[src/rtl/fpc_pkg.sv]
package fpc_pkg;

  typedef enum logic [2:0] {
    S_IDLE,
    S_FETCH,
    S_WRITE,
    S_GAP,
    S_RD_A,
    S_RD_B,
    S_FIN
  } fpc_state_t;

  typedef enum logic {
    OP_ERASE = 1'b0,
    OP_PROG  = 1'b1
  } fpc_op_t;

  // Command byte values written to the flash
  localparam logic [7:0] KEY_FIRST   = 8'hAA;
  localparam logic [7:0] KEY_SECOND  = 8'h55;
  localparam logic [7:0] ERASE_ARM   = 8'h80;
  localparam logic [7:0] ERASE_GO    = 8'h30;
  localparam logic [7:0] PROG_ARM    = 8'hA0;
  localparam logic [7:0] BACK_TO_RD  = 8'hF0;

  // Fixed bank offsets used by the key writes
  localparam logic [11:0] KEY_OFS_HI = 12'h555;
  localparam logic [11:0] KEY_OFS_LO = 12'h2AA;

  localparam int unsigned STEP_W = 3;

endpackage

[src/rtl/fpc_gap_timer.sv]
module fpc_gap_timer #(
  parameter int unsigned GAP_CYC = 200
) (
  input  logic clk,
  input  logic rst_n,
  input  logic load,
  output logic expire
);
  localparam int unsigned CW = (GAP_CYC < 2) ? 1 : $clog2(GAP_CYC + 1);

  logic [CW-1:0] cnt_q;

  always_ff @(posedge clk or negedge rst_n) begin
    if (!rst_n)
      cnt_q <= '0;
    else if (load)
      cnt_q <= CW'(GAP_CYC);
    else if (cnt_q != '0)
      cnt_q <= cnt_q - 1'b1;
  end

  // Gap ends in the cycle where one count is left: GAP_CYC cycles in all
  assign expire = (cnt_q == CW'(1));

  AST_GAP_EXPIRE_ONCE: assert property (@(posedge clk) disable iff (!rst_n)
    expire && !load |=> !expire);

endmodule

[src/rtl/fpc_toggle_poll.sv]
module fpc_toggle_poll #(
  parameter int unsigned POLL_MAX = 1000000
) (
  input  logic       clk,
  input  logic       rst_n,
  input  logic       clear,
  input  logic       cap,
  input  logic       cmp,
  input  logic [7:0] rdata,
  output logic       same,
  output logic       limit
);
  localparam int unsigned NW = $clog2(POLL_MAX + 1);

  logic [7:0]    first_q;
  logic [NW-1:0] miss_q;

  always_ff @(posedge clk or negedge rst_n) begin
    if (!rst_n)
      first_q <= '0;
    else if (cap)
      first_q <= rdata;
  end

  // Two reads with no toggling bit between them XOR to zero
  assign same  = ((rdata ^ first_q) == 8'h00);
  assign limit = (miss_q == NW'(POLL_MAX - 1));

  always_ff @(posedge clk or negedge rst_n) begin
    if (!rst_n)
      miss_q <= '0;
    else if (clear)
      miss_q <= '0;
    else if (cmp && !same && !limit)
      miss_q <= miss_q + 1'b1;
  end

  AST_POLL_BOUND: assert property (@(posedge clk) disable iff (!rst_n)
    miss_q < NW'(POLL_MAX));

  AST_CAP_CMP_EXCL: assert property (@(posedge clk) disable iff (!rst_n)
    !(cap && cmp));

endmodule

[src/rtl/fpc_cmd_rom.sv]
module fpc_cmd_rom
  import fpc_pkg::*;
#(
  parameter int unsigned BANK_AW = 13,
  parameter int unsigned IDX_W   = 13
) (
  input  fpc_op_t             op,
  input  logic [STEP_W-1:0]   step,
  input  logic                tail,
  input  logic [IDX_W-1:0]    idx,
  input  logic [7:0]          byte_in,
  output logic [BANK_AW-1:0]  ofs,
  output logic [7:0]          wdata,
  output logic                last
);
  localparam logic [BANK_AW-1:0] OFS_HI = BANK_AW'(KEY_OFS_HI);
  localparam logic [BANK_AW-1:0] OFS_LO = BANK_AW'(KEY_OFS_LO);

  always_comb begin
    ofs   = '0;
    wdata = BACK_TO_RD;
    last  = 1'b1;
    if (!tail) begin
      last = 1'b0;
      unique case (step)
        3'd0: begin ofs = OFS_HI; wdata = KEY_FIRST;  end
        3'd1: begin ofs = OFS_LO; wdata = KEY_SECOND; end
        3'd2: begin
          ofs   = OFS_HI;
          wdata = (op == OP_PROG) ? PROG_ARM : ERASE_ARM;
        end
        3'd3: begin
          if (op == OP_PROG) begin
            ofs   = BANK_AW'(idx);
            wdata = byte_in;
            last  = 1'b1;
          end else begin
            ofs   = OFS_HI;
            wdata = KEY_FIRST;
          end
        end
        3'd4: begin ofs = OFS_LO; wdata = KEY_SECOND; end
        default: begin ofs = '0; wdata = ERASE_GO; last = 1'b1; end
      endcase
    end
  end

endmodule

[src/rtl/fpc_flash_ctrl.sv]
module fpc_flash_ctrl
  import fpc_pkg::*;
#(
  parameter int unsigned BANK_AW  = 13,
  parameter int unsigned PROG_LEN = 8192,
  parameter int unsigned GAP_CYC  = 200,
  parameter int unsigned POLL_MAX = 1000000
) (
  input  logic               clk,
  input  logic               rst_n,
  input  logic               start,
  input  logic               op_prog,
  input  logic               bank_sel,
  input  logic               src_valid,
  output logic               src_ready,
  input  logic [7:0]         src_data,
  output logic               busy,
  output logic               done,
  output logic               error,
  output logic [BANK_AW:0]   fl_addr,
  output logic [7:0]         fl_wdata,
  input  logic [7:0]         fl_rdata,
  output logic               fl_we,
  output logic               fl_re
);
  localparam int unsigned IDX_W = (PROG_LEN > 1) ? $clog2(PROG_LEN) : 1;
  localparam int unsigned SW    = (GAP_CYC < 2) ? 2 : $clog2(GAP_CYC + 1) + 1;

  fpc_state_t          state;
  fpc_op_t             op_q;
  logic                bank_q;
  logic [STEP_W-1:0]   step_q;
  logic [IDX_W-1:0]    idx_q;
  logic [7:0]          byte_q;
  logic                tail_q;
  logic                fail_q;
  logic                done_q;
  logic                err_q;

  logic [BANK_AW-1:0]  rom_ofs;
  logic [7:0]          rom_wdata;
  logic                rom_last;
  logic                gap_expire;
  logic                poll_same;
  logic                poll_limit;
  logic                poll_clear;
  logic                last_byte;
  logic                polling;

  fpc_cmd_rom #(.BANK_AW(BANK_AW), .IDX_W(IDX_W)) u_rom (
    .op      (op_q),
    .step    (step_q),
    .tail    (tail_q),
    .idx     (idx_q),
    .byte_in (byte_q),
    .ofs     (rom_ofs),
    .wdata   (rom_wdata),
    .last    (rom_last)
  );

  fpc_gap_timer #(.GAP_CYC(GAP_CYC)) u_gap (
    .clk    (clk),
    .rst_n  (rst_n),
    .load   (state == S_WRITE),
    .expire (gap_expire)
  );

  assign poll_clear = (state == S_GAP) && gap_expire && rom_last && !tail_q;

  fpc_toggle_poll #(.POLL_MAX(POLL_MAX)) u_poll (
    .clk   (clk),
    .rst_n (rst_n),
    .clear (poll_clear),
    .cap   (state == S_RD_A),
    .cmp   (state == S_RD_B),
    .rdata (fl_rdata),
    .same  (poll_same),
    .limit (poll_limit)
  );

  assign last_byte = (idx_q == IDX_W'(PROG_LEN - 1));
  assign polling   = (state == S_RD_A) || (state == S_RD_B);

  always_ff @(posedge clk or negedge rst_n) begin
    if (!rst_n) begin
      state  <= S_IDLE;
      op_q   <= OP_ERASE;
      bank_q <= 1'b0;
      step_q <= '0;
      idx_q  <= '0;
      byte_q <= '0;
      tail_q <= 1'b0;
      fail_q <= 1'b0;
      done_q <= 1'b0;
      err_q  <= 1'b0;
    end else begin
      done_q <= 1'b0;
      unique case (state)
        S_IDLE: begin
          if (start) begin
            op_q   <= fpc_op_t'(op_prog);
            bank_q <= bank_sel;
            step_q <= '0;
            idx_q  <= '0;
            tail_q <= 1'b0;
            fail_q <= 1'b0;
            err_q  <= 1'b0;
            state  <= S_WRITE;
          end
        end
        S_FETCH: begin
          if (src_valid) begin
            byte_q <= src_data;
            state  <= S_WRITE;
          end
        end
        S_WRITE: state <= S_GAP;
        S_GAP: begin
          if (gap_expire) begin
            if (tail_q)
              state <= S_FIN;
            else if (rom_last)
              state <= S_RD_A;
            else begin
              step_q <= step_q + 1'b1;
              state  <= (op_q == OP_PROG && step_q == 3'd2) ? S_FETCH : S_WRITE;
            end
          end
        end
        S_RD_A: state <= S_RD_B;
        S_RD_B: begin
          if (poll_same) begin
            if (op_q == OP_ERASE || last_byte) begin
              tail_q <= 1'b1;
            end else begin
              idx_q  <= idx_q + 1'b1;
              step_q <= '0;
            end
            state <= S_WRITE;
          end else if (poll_limit) begin
            fail_q <= 1'b1;
            tail_q <= 1'b1;
            state  <= S_WRITE;
          end else begin
            state <= S_RD_A;
          end
        end
        S_FIN: begin
          done_q <= 1'b1;
          err_q  <= fail_q;
          state  <= S_IDLE;
        end
        default: state <= S_IDLE;
      endcase
    end
  end

  assign fl_addr   = {bank_q, polling ? {BANK_AW{1'b0}} : rom_ofs};
  assign fl_wdata  = rom_wdata;
  assign fl_we     = (state == S_WRITE);
  assign fl_re     = polling;
  assign src_ready = (state == S_FETCH);
  assign busy      = (state != S_IDLE);
  assign done      = done_q;
  assign error     = err_q;

  // Cycles since the last write strobe, saturating (assertion support)
  logic [SW-1:0] since_we;
  always_ff @(posedge clk or negedge rst_n) begin
    if (!rst_n)
      since_we <= SW'(GAP_CYC);
    else if (fl_we)
      since_we <= '0;
    else if (since_we < SW'(GAP_CYC))
      since_we <= since_we + 1'b1;
  end

  AST_START_TAKES: assert property (@(posedge clk) disable iff (!rst_n)
    start && !busy |=> busy);
  AST_BUS_EXCL: assert property (@(posedge clk) disable iff (!rst_n)
    !(fl_we && fl_re));
  AST_WR_SPACING: assert property (@(posedge clk) disable iff (!rst_n)
    fl_we |-> since_we >= SW'(GAP_CYC));
  AST_READ_PAIR: assert property (@(posedge clk) disable iff (!rst_n)
    $rose(fl_re) |=> fl_re);
  AST_POLL_AT_BASE: assert property (@(posedge clk) disable iff (!rst_n)
    fl_re |-> fl_addr[BANK_AW-1:0] == '0);
  AST_DONE_ONE: assert property (@(posedge clk) disable iff (!rst_n)
    done |=> !done);
  AST_DONE_IDLE: assert property (@(posedge clk) disable iff (!rst_n)
    done |-> !busy);
  AST_ERR_WITH_DONE: assert property (@(posedge clk) disable iff (!rst_n)
    $rose(error) |-> done);
  AST_READY_QUIET: assert property (@(posedge clk) disable iff (!rst_n)
    src_ready |-> !fl_we && !fl_re);

endmodule

[config.mk]
export PLATFORM = sky130hd
export DESIGN_NAME = fpc_flash_ctrl
export DESIGN_NICKNAME = d
export VERILOG_FILES = /design/src/rtl/fpc_pkg.sv /design/src/rtl/fpc_gap_timer.sv /design/src/rtl/fpc_toggle_poll.sv /design/src/rtl/fpc_cmd_rom.sv /design/src/rtl/fpc_flash_ctrl.sv
export SDC_FILE = /design/constraint.sdc
export NUM_CORES = 1
export LEC_CHECK = 0
export BUFFER_PORTS_ARGS = -buffer_cell sky130_fd_sc_hd__buf_4
export CORE_ASPECT_RATIO = 1.4
export CORE_MARGIN = 3
export CORE_UTILIZATION = 45
export CTS_BUF_LIST = sky130_fd_sc_hd__clkbuf_16
export CTS_CLUSTER_DIAMETER = 120
export DETAILED_ROUTE_END_ITERATION = 10
export PLACE_DENSITY = 0.7
export RECOVER_POWER = 25
export SLEW_MARGIN = 20
export SYNTH_ARGS = -nofsm -noshare
export SYNTH_HDL_FRONTEND = slang
export SYNTH_SLANG_ARGS = --single-unit
[constraint.sdc]
create_clock -name clk -period 2.3 [get_ports clk]
set_clock_uncertainty 0.1 [all_clocks]
set_input_delay 0.345 -clock clk [delete_from_list [all_inputs] [get_ports clk]]
set_output_delay 0.345 -clock clk [all_outputs]
set_load 0.005 [all_outputs]
# Yosys cells after proc, flatten, opt, wreduce, memory -nomap -nowiden
# Index checks and enable logic that the tools add are counted.
# W data, S select, Z words.
# totals
ff_bits,69
latchBits,0
ram_bits,0
rom_bits,0
in_bits,22
out_inout_bits,28
word_cells,119
mem_count,0
# classes
add_sub_neg,4
n_mul,0
div,0
magnitude_cmp,0
n_eq_ne,24
shifts,0
mux,44
bitwise,2
n_reduce_logical,32
# ops
cell,count
$mux W13,6
$mux W20,2
$mux W3,13
$pmux W13 S3,1
$mux W8,4
$pmux W8 S4,1
$pmux W13 S2,1
$add A20 B1 Y20 const B,1
$eq A20 B20 Y1 const B,1
$ne A2 B2 Y1 const B,9
$pmux W3 S6,1
$add A13 B1 Y13 const B,1
$eq A13 B13 Y1 const B,1
$eq A3 B2 Y1 const B,4
$eq A3 B3 Y1 const B,4
$reduce_and A4 Y1,3
$pmux W3 S3,1
$eq A8 B1 Y1 const B,1
$logic_not A8 Y1,1
$mux W1,8
$pmux W1 S2,4
$reduce_bool A2 Y1,4
$reduce_bool A8 Y1,1
$sub A8 B1 Y8 const B,1
other kinds (17),32

# Depth between registers and ports, before layout
# logic_depth
word_depth,8
mapped_depth,8

# Modules after synthesis
# From an unflattened synthesis, not the netlist that was laid out.
# hier_totals
cells_unflattened,481
area_unflattened_um2,4364.2
# modules_own_cells
module,n_inst,cells_each,area_each_um2,seq_area_each_um2
fpc_flash_ctrl,1,198,1864.3,825.8
fpc_toggle_poll,1,161,1615.3,700.7
fpc_gap_timer,1,50,479.2,200.2
fpc_cmd_rom,1,72,405.4,0.0

# Worst setup path before layout
# OpenSTA, ideal clock, no wires.
# synth_timing
path_kind,reg-to-output
from,register step_q[0]
to,output port fl_addr[11]
arrival_time_ns,1.672
setup_slack_ns,0.183
path_stages_with_launch,7
path_cell_list,dfrtp_1 -> inv_1 -> ha_1 -> mux2i_1 -> a21o_1 -> nor2_1 -> and3_1
# synth_between
elab_chain_len,5
# synth_rtl
element,line,rtl
"start, declared",fpc_flash_ctrl.sv:32,logic [STEP_W-1:0] step_q;
"start signal, assigned",fpc_flash_ctrl.sv:125,step_q <= step_q + 1'b1;
$eq A3 B1 Y1 (tied with other cells),fpc_cmd_rom.sv:25,unique case (step)
$reduce_or A2 Y1 (no line),--,
$pmux W13 S3 (*),fpc_cmd_rom.sv:25,
$mux W13 (*),fpc_cmd_rom.sv:23,if (!tail) begin
$mux W13 (*),fpc_flash_ctrl.sv:158,"assign fl_addr = {bank_q, polling ? {BANK_AW{1'b0}} : rom_ofs};"
"end, declared",fpc_flash_ctrl.sv:20,"output logic [BANK_AW:0] fl_addr,"
# Every way passes the cells marked *; elsewhere a longest branch is shown, timed or not.

# Final worst setup path
# layout_timing
from,register step_q[1]
to,output port fl_addr[1]
# Same word-level chain as after synthesis.

==> impl_results.md <==
- Status: finished with violations
- Failing checks: negative setup slack
- # nets final: 515
- Area delta synth->final: 24.5%
- Mapped Nets: 441
- Setup tns final: -0.163 ns
- Max Root-Sink Buffers: 2
- Layout fillers: approximately 750
- Vias in the first global route: around 3400
- Reg-to-Reg End: idx_q[11]
- Antenna violations before repair: 0
- First-pass GRT wire length: around 16000 um
- Worst Hold Launch: bank_sel
- Final period utilization: 1.02
- GRT Util Overall: 0.196
- CP cell instances: ha_2 > ha_4 > nor2_4 > a21o_1 > or2_4 > a21oi_2 > buf_4
- Worst path slowest cell: dfrtp_1
- Top cells by count, synth: dfrtp_1 (69), nor2_1 (46), nand2_1 (42)
- Hold worst-path end: bank_q
- Mux cell area share after synthesis: 0.0545
- Clk slew on worst S/H paths: around 0.050 ns
- Initial core utilization: 0.466
- Antenna Nets Post-Route: 0
- XOR/XNOR Fraction of Synth Area: 0.0802
- Post-synth EDFFs: 0
- Root Buffer: clkbuf_16
- Adder-cell share of the synthesized area: 0.0266
- Area occupied by registers: approximately 1700 um2
- Mapped cell area: 4230 um2
- Period minus WS final: ~2.3 ns
- Mapped Cells: 410
- DIE AREA: around 11000 um2
- Worst Tran Pin Value: ~1 ns
- Hold Path Class: primary input to flop
- Syn avg cell area: ~10 um2
- Max_cap viols: 0
- IO Pins: 50
- Row count: slightly above 40
- ANT cells: 0
- WP data required: about 1.9 ns
- Maximum vdd drop: between 0.0004 and 0.0005 V
- Synth top area cells: dfrtp_1 (41%), xnor2_1 (6.2%), mux2_2 (4.3%)
- Int Power: roughly 0.0021 W
- F_max: about 430 MHz
- Slew Limit Fails: 0
- CP startpoint: step_q[1]
- Reg2reg start: state[2]
- Worst setup SP type: flop
- YS warnings: 0
- Async set-reset flop share out of synthesis: 1.00
- Post-synth top area share: 0.408
- Rel. slew slack: 0.322
- H-tree depth: 3
- RSZ-0062 raised after global routing: yes
- Most common cell in the netlist: dfrtp_1
- Final Hold Vio Count: 0
- Synth cell types: 73
- Placement Cell Area: between 4000 and 5000 um2
- CTS Buf Count: 9
- Simple-Gate Fraction of Synth Area: 0.288
- Placeable core area: 9080 um2
- Routed vias: roughly 3300
- Max Fanout on Critical Path: 5
- WL per Instance: ~16 um
- WHS Path Cells: 3
- # DRC: 0
- Worst R2R Path Depth: 6
- Leakage: 2.33 nW
- Synth area leader: dfrtp_1
- DR vias/cell: approximately 5.6
- Share of cells above drive strength 1: 0.364
- Post-Layout Cell Count: between 500 and 600
- Total grt overflow: 0
- Routability cong.: just over 0.8
- Cell Pwr Density: roughly 510 nW/um2
- Final instance area: 5260 um2
- CTS tree: yes
- #FFs+latches synth: between 60 and 70
- Iter 0 DRT Violations: 139
- Final setup viols: 5
- Max incr delay on CP: ~0.42 ns
- Dpl cells: about 580
- Chip width: slightly below 90 um
- Clock share of power: 0.517
- Port Buffers: just under 50
- Crit path DAT: roughly 1.9 ns
- Crit end category: output port
- Worst-skew pair later-pin latency: about 0.33 ns
- Area of the multi-input gates: around 2400 um2
- Reg-to-reg setup timing slack: 0.16 ns
- DR pass1 iterations: 4
- Clock sinks: 69
- Post-synthesis sequential area ratio: 0.408
- DRT Wirelength: between 9000 and 10000 um
- Power share of the combinational group: 0.030
- DIE HEIGHT: approximately 120 um
- Net Switching: around 0.00058 W
- Switching Share: 0.218
- Largest family of logic cells by synthesized area: simple AND/OR/NAND/NOR gates
- Top_reg_cell synth: dfrtp_1
- Largest net degree at the start of global routing: 40
- Compound-Gate Fraction of Synth Area: 0.106
- Reg power frac: 0.453
- Crit Path Class: flop to output port
- Hpwl dp: 7190 um
- Final setup margin: -0.0377 ns
-- per-stage QoR --
| stage | power [W] | hold WS [ns] | worst slack [ns] | utilization |
|---|---|---|---|---|
| 2_1_floorplan | 0.00125 | -0.0506 | 0.183 | - |
| 3_3_place_gp | 0.00132 | 0.255 | 0.225 | 0.530 |
| 3_5_place_dp | 0.00132 | 0.268 | 0.163 | 0.530 |
| 4_1_cts | 0.00272 | 0.102 | -0.00487 | 0.576 |
| 5_1_grt | 0.00277 | 0.125 | -0.107 | 0.580 |
| 6_report | 0.00268 | 0.115 | -0.0377 | 0.580 |
-- logic make-up (layout without fill, tap and decap cells) --
group                      Yosys count  after routing
and+or+nand+nor                    185            185
adders and majority gates            9              9
buffers and inverters               26            105
xor gates and xnor gates            34             34
DFF                                 69             69
AOI/OAI and AO/OA                   66             66
muxes                               21             21
-- power groups by stage --
stage	clock (W)	combinational (W)	sequential (W)
2_1_floorplan	0	0.0000163	0.00124
3_3_place_gp	0	0.0000810	0.00124
3_5_place_dp	0	0.0000825	0.00124
4_1_cts	0.00142	0.0000839	0.00121
5_1_grt	0.00147	0.0000889	0.00121
6_report	0.00139	0.0000803	0.00121
-- cell type report --
| type | count | area share |
|---|---|---|
| Timing Repair Buffer | 78 | 0.117 |
| Multi-Input combinational cell | 315 | 0.465 |
| Clock inverter | 7 | 0.0140 |
| Inverter | 11 | 0.00784 |
| Clock buffer | 9 | 0.0428 |
| Tap cell | 107 | 0.0254 |
| Sequential cell | 69 | 0.328 |
-- critical path, delay by kind of cell (launching register included) --
kind	cells	cell delay (ns)
simple gates	2	0.33
buf+inv	1	0.12
fa+ha+maj	2	0.37
compound gates	2	0.33
flops	1	0.42
-- repair_timing --
item	in CTS	in global routing
hold buffers	1	0
gates resized for setup	22	9
pin swaps	3	3
setup endpoints to repair	20	19
buffers inserted	4	0
hold endpoints to repair	38	0
-- state kept, by name (all words and copies together), names as in the netlist --
| signal | count |
|---|---|
| state | 3 |
| error | 1 |
| op_q | 1 |
| step_q | 3 |
| byte_q | 8 |
| u_poll.first_q | 8 |
| idx_q | 13 |
| u_gap.cnt_q | 8 |
| done | 1 |
| fail_q | 1 |
| u_poll.miss_q | 20 |
| bank_q | 1 |
| tail_q | 1 |
-- metal layers --
metal  global-route usage  routed length, um
met2                0.348               5220
met4               0.0537                131
met3               0.0341                397
met1                0.239               3890
met5                    0                  0
-- how the worst max path moves through the flow --
| stage | endpoint | slack (ns) | cells past startpoint |
|---|---|---|---|
| after floorplan | fl_addr[11] | 0.18 | 6 |
| after global placement | fl_addr[9] | 0.22 | 7 |
| after detailed placement | fl_addr[9] | 0.16 | 7 |
| after CTS | fl_addr[7] | -0.005 | 7 |
| after global routing | fl_addr[1] | -0.11 | 7 |
| final | fl_addr[1] | -0.04 | 7 |
-- cell usage in the layout, fill, tap and decap left out, types with 9 or more instances in the layout --
master     count
a21oi_2       10
buf_4         70
clkbuf_16      9
dfrtp_1       69
inv_1          9
mux2_2        16
nand2_1       42
nand3_1       13
nor2_1        44
o21ai_0       14
xnor2_1       30
(Power assumes the default switching activity.)
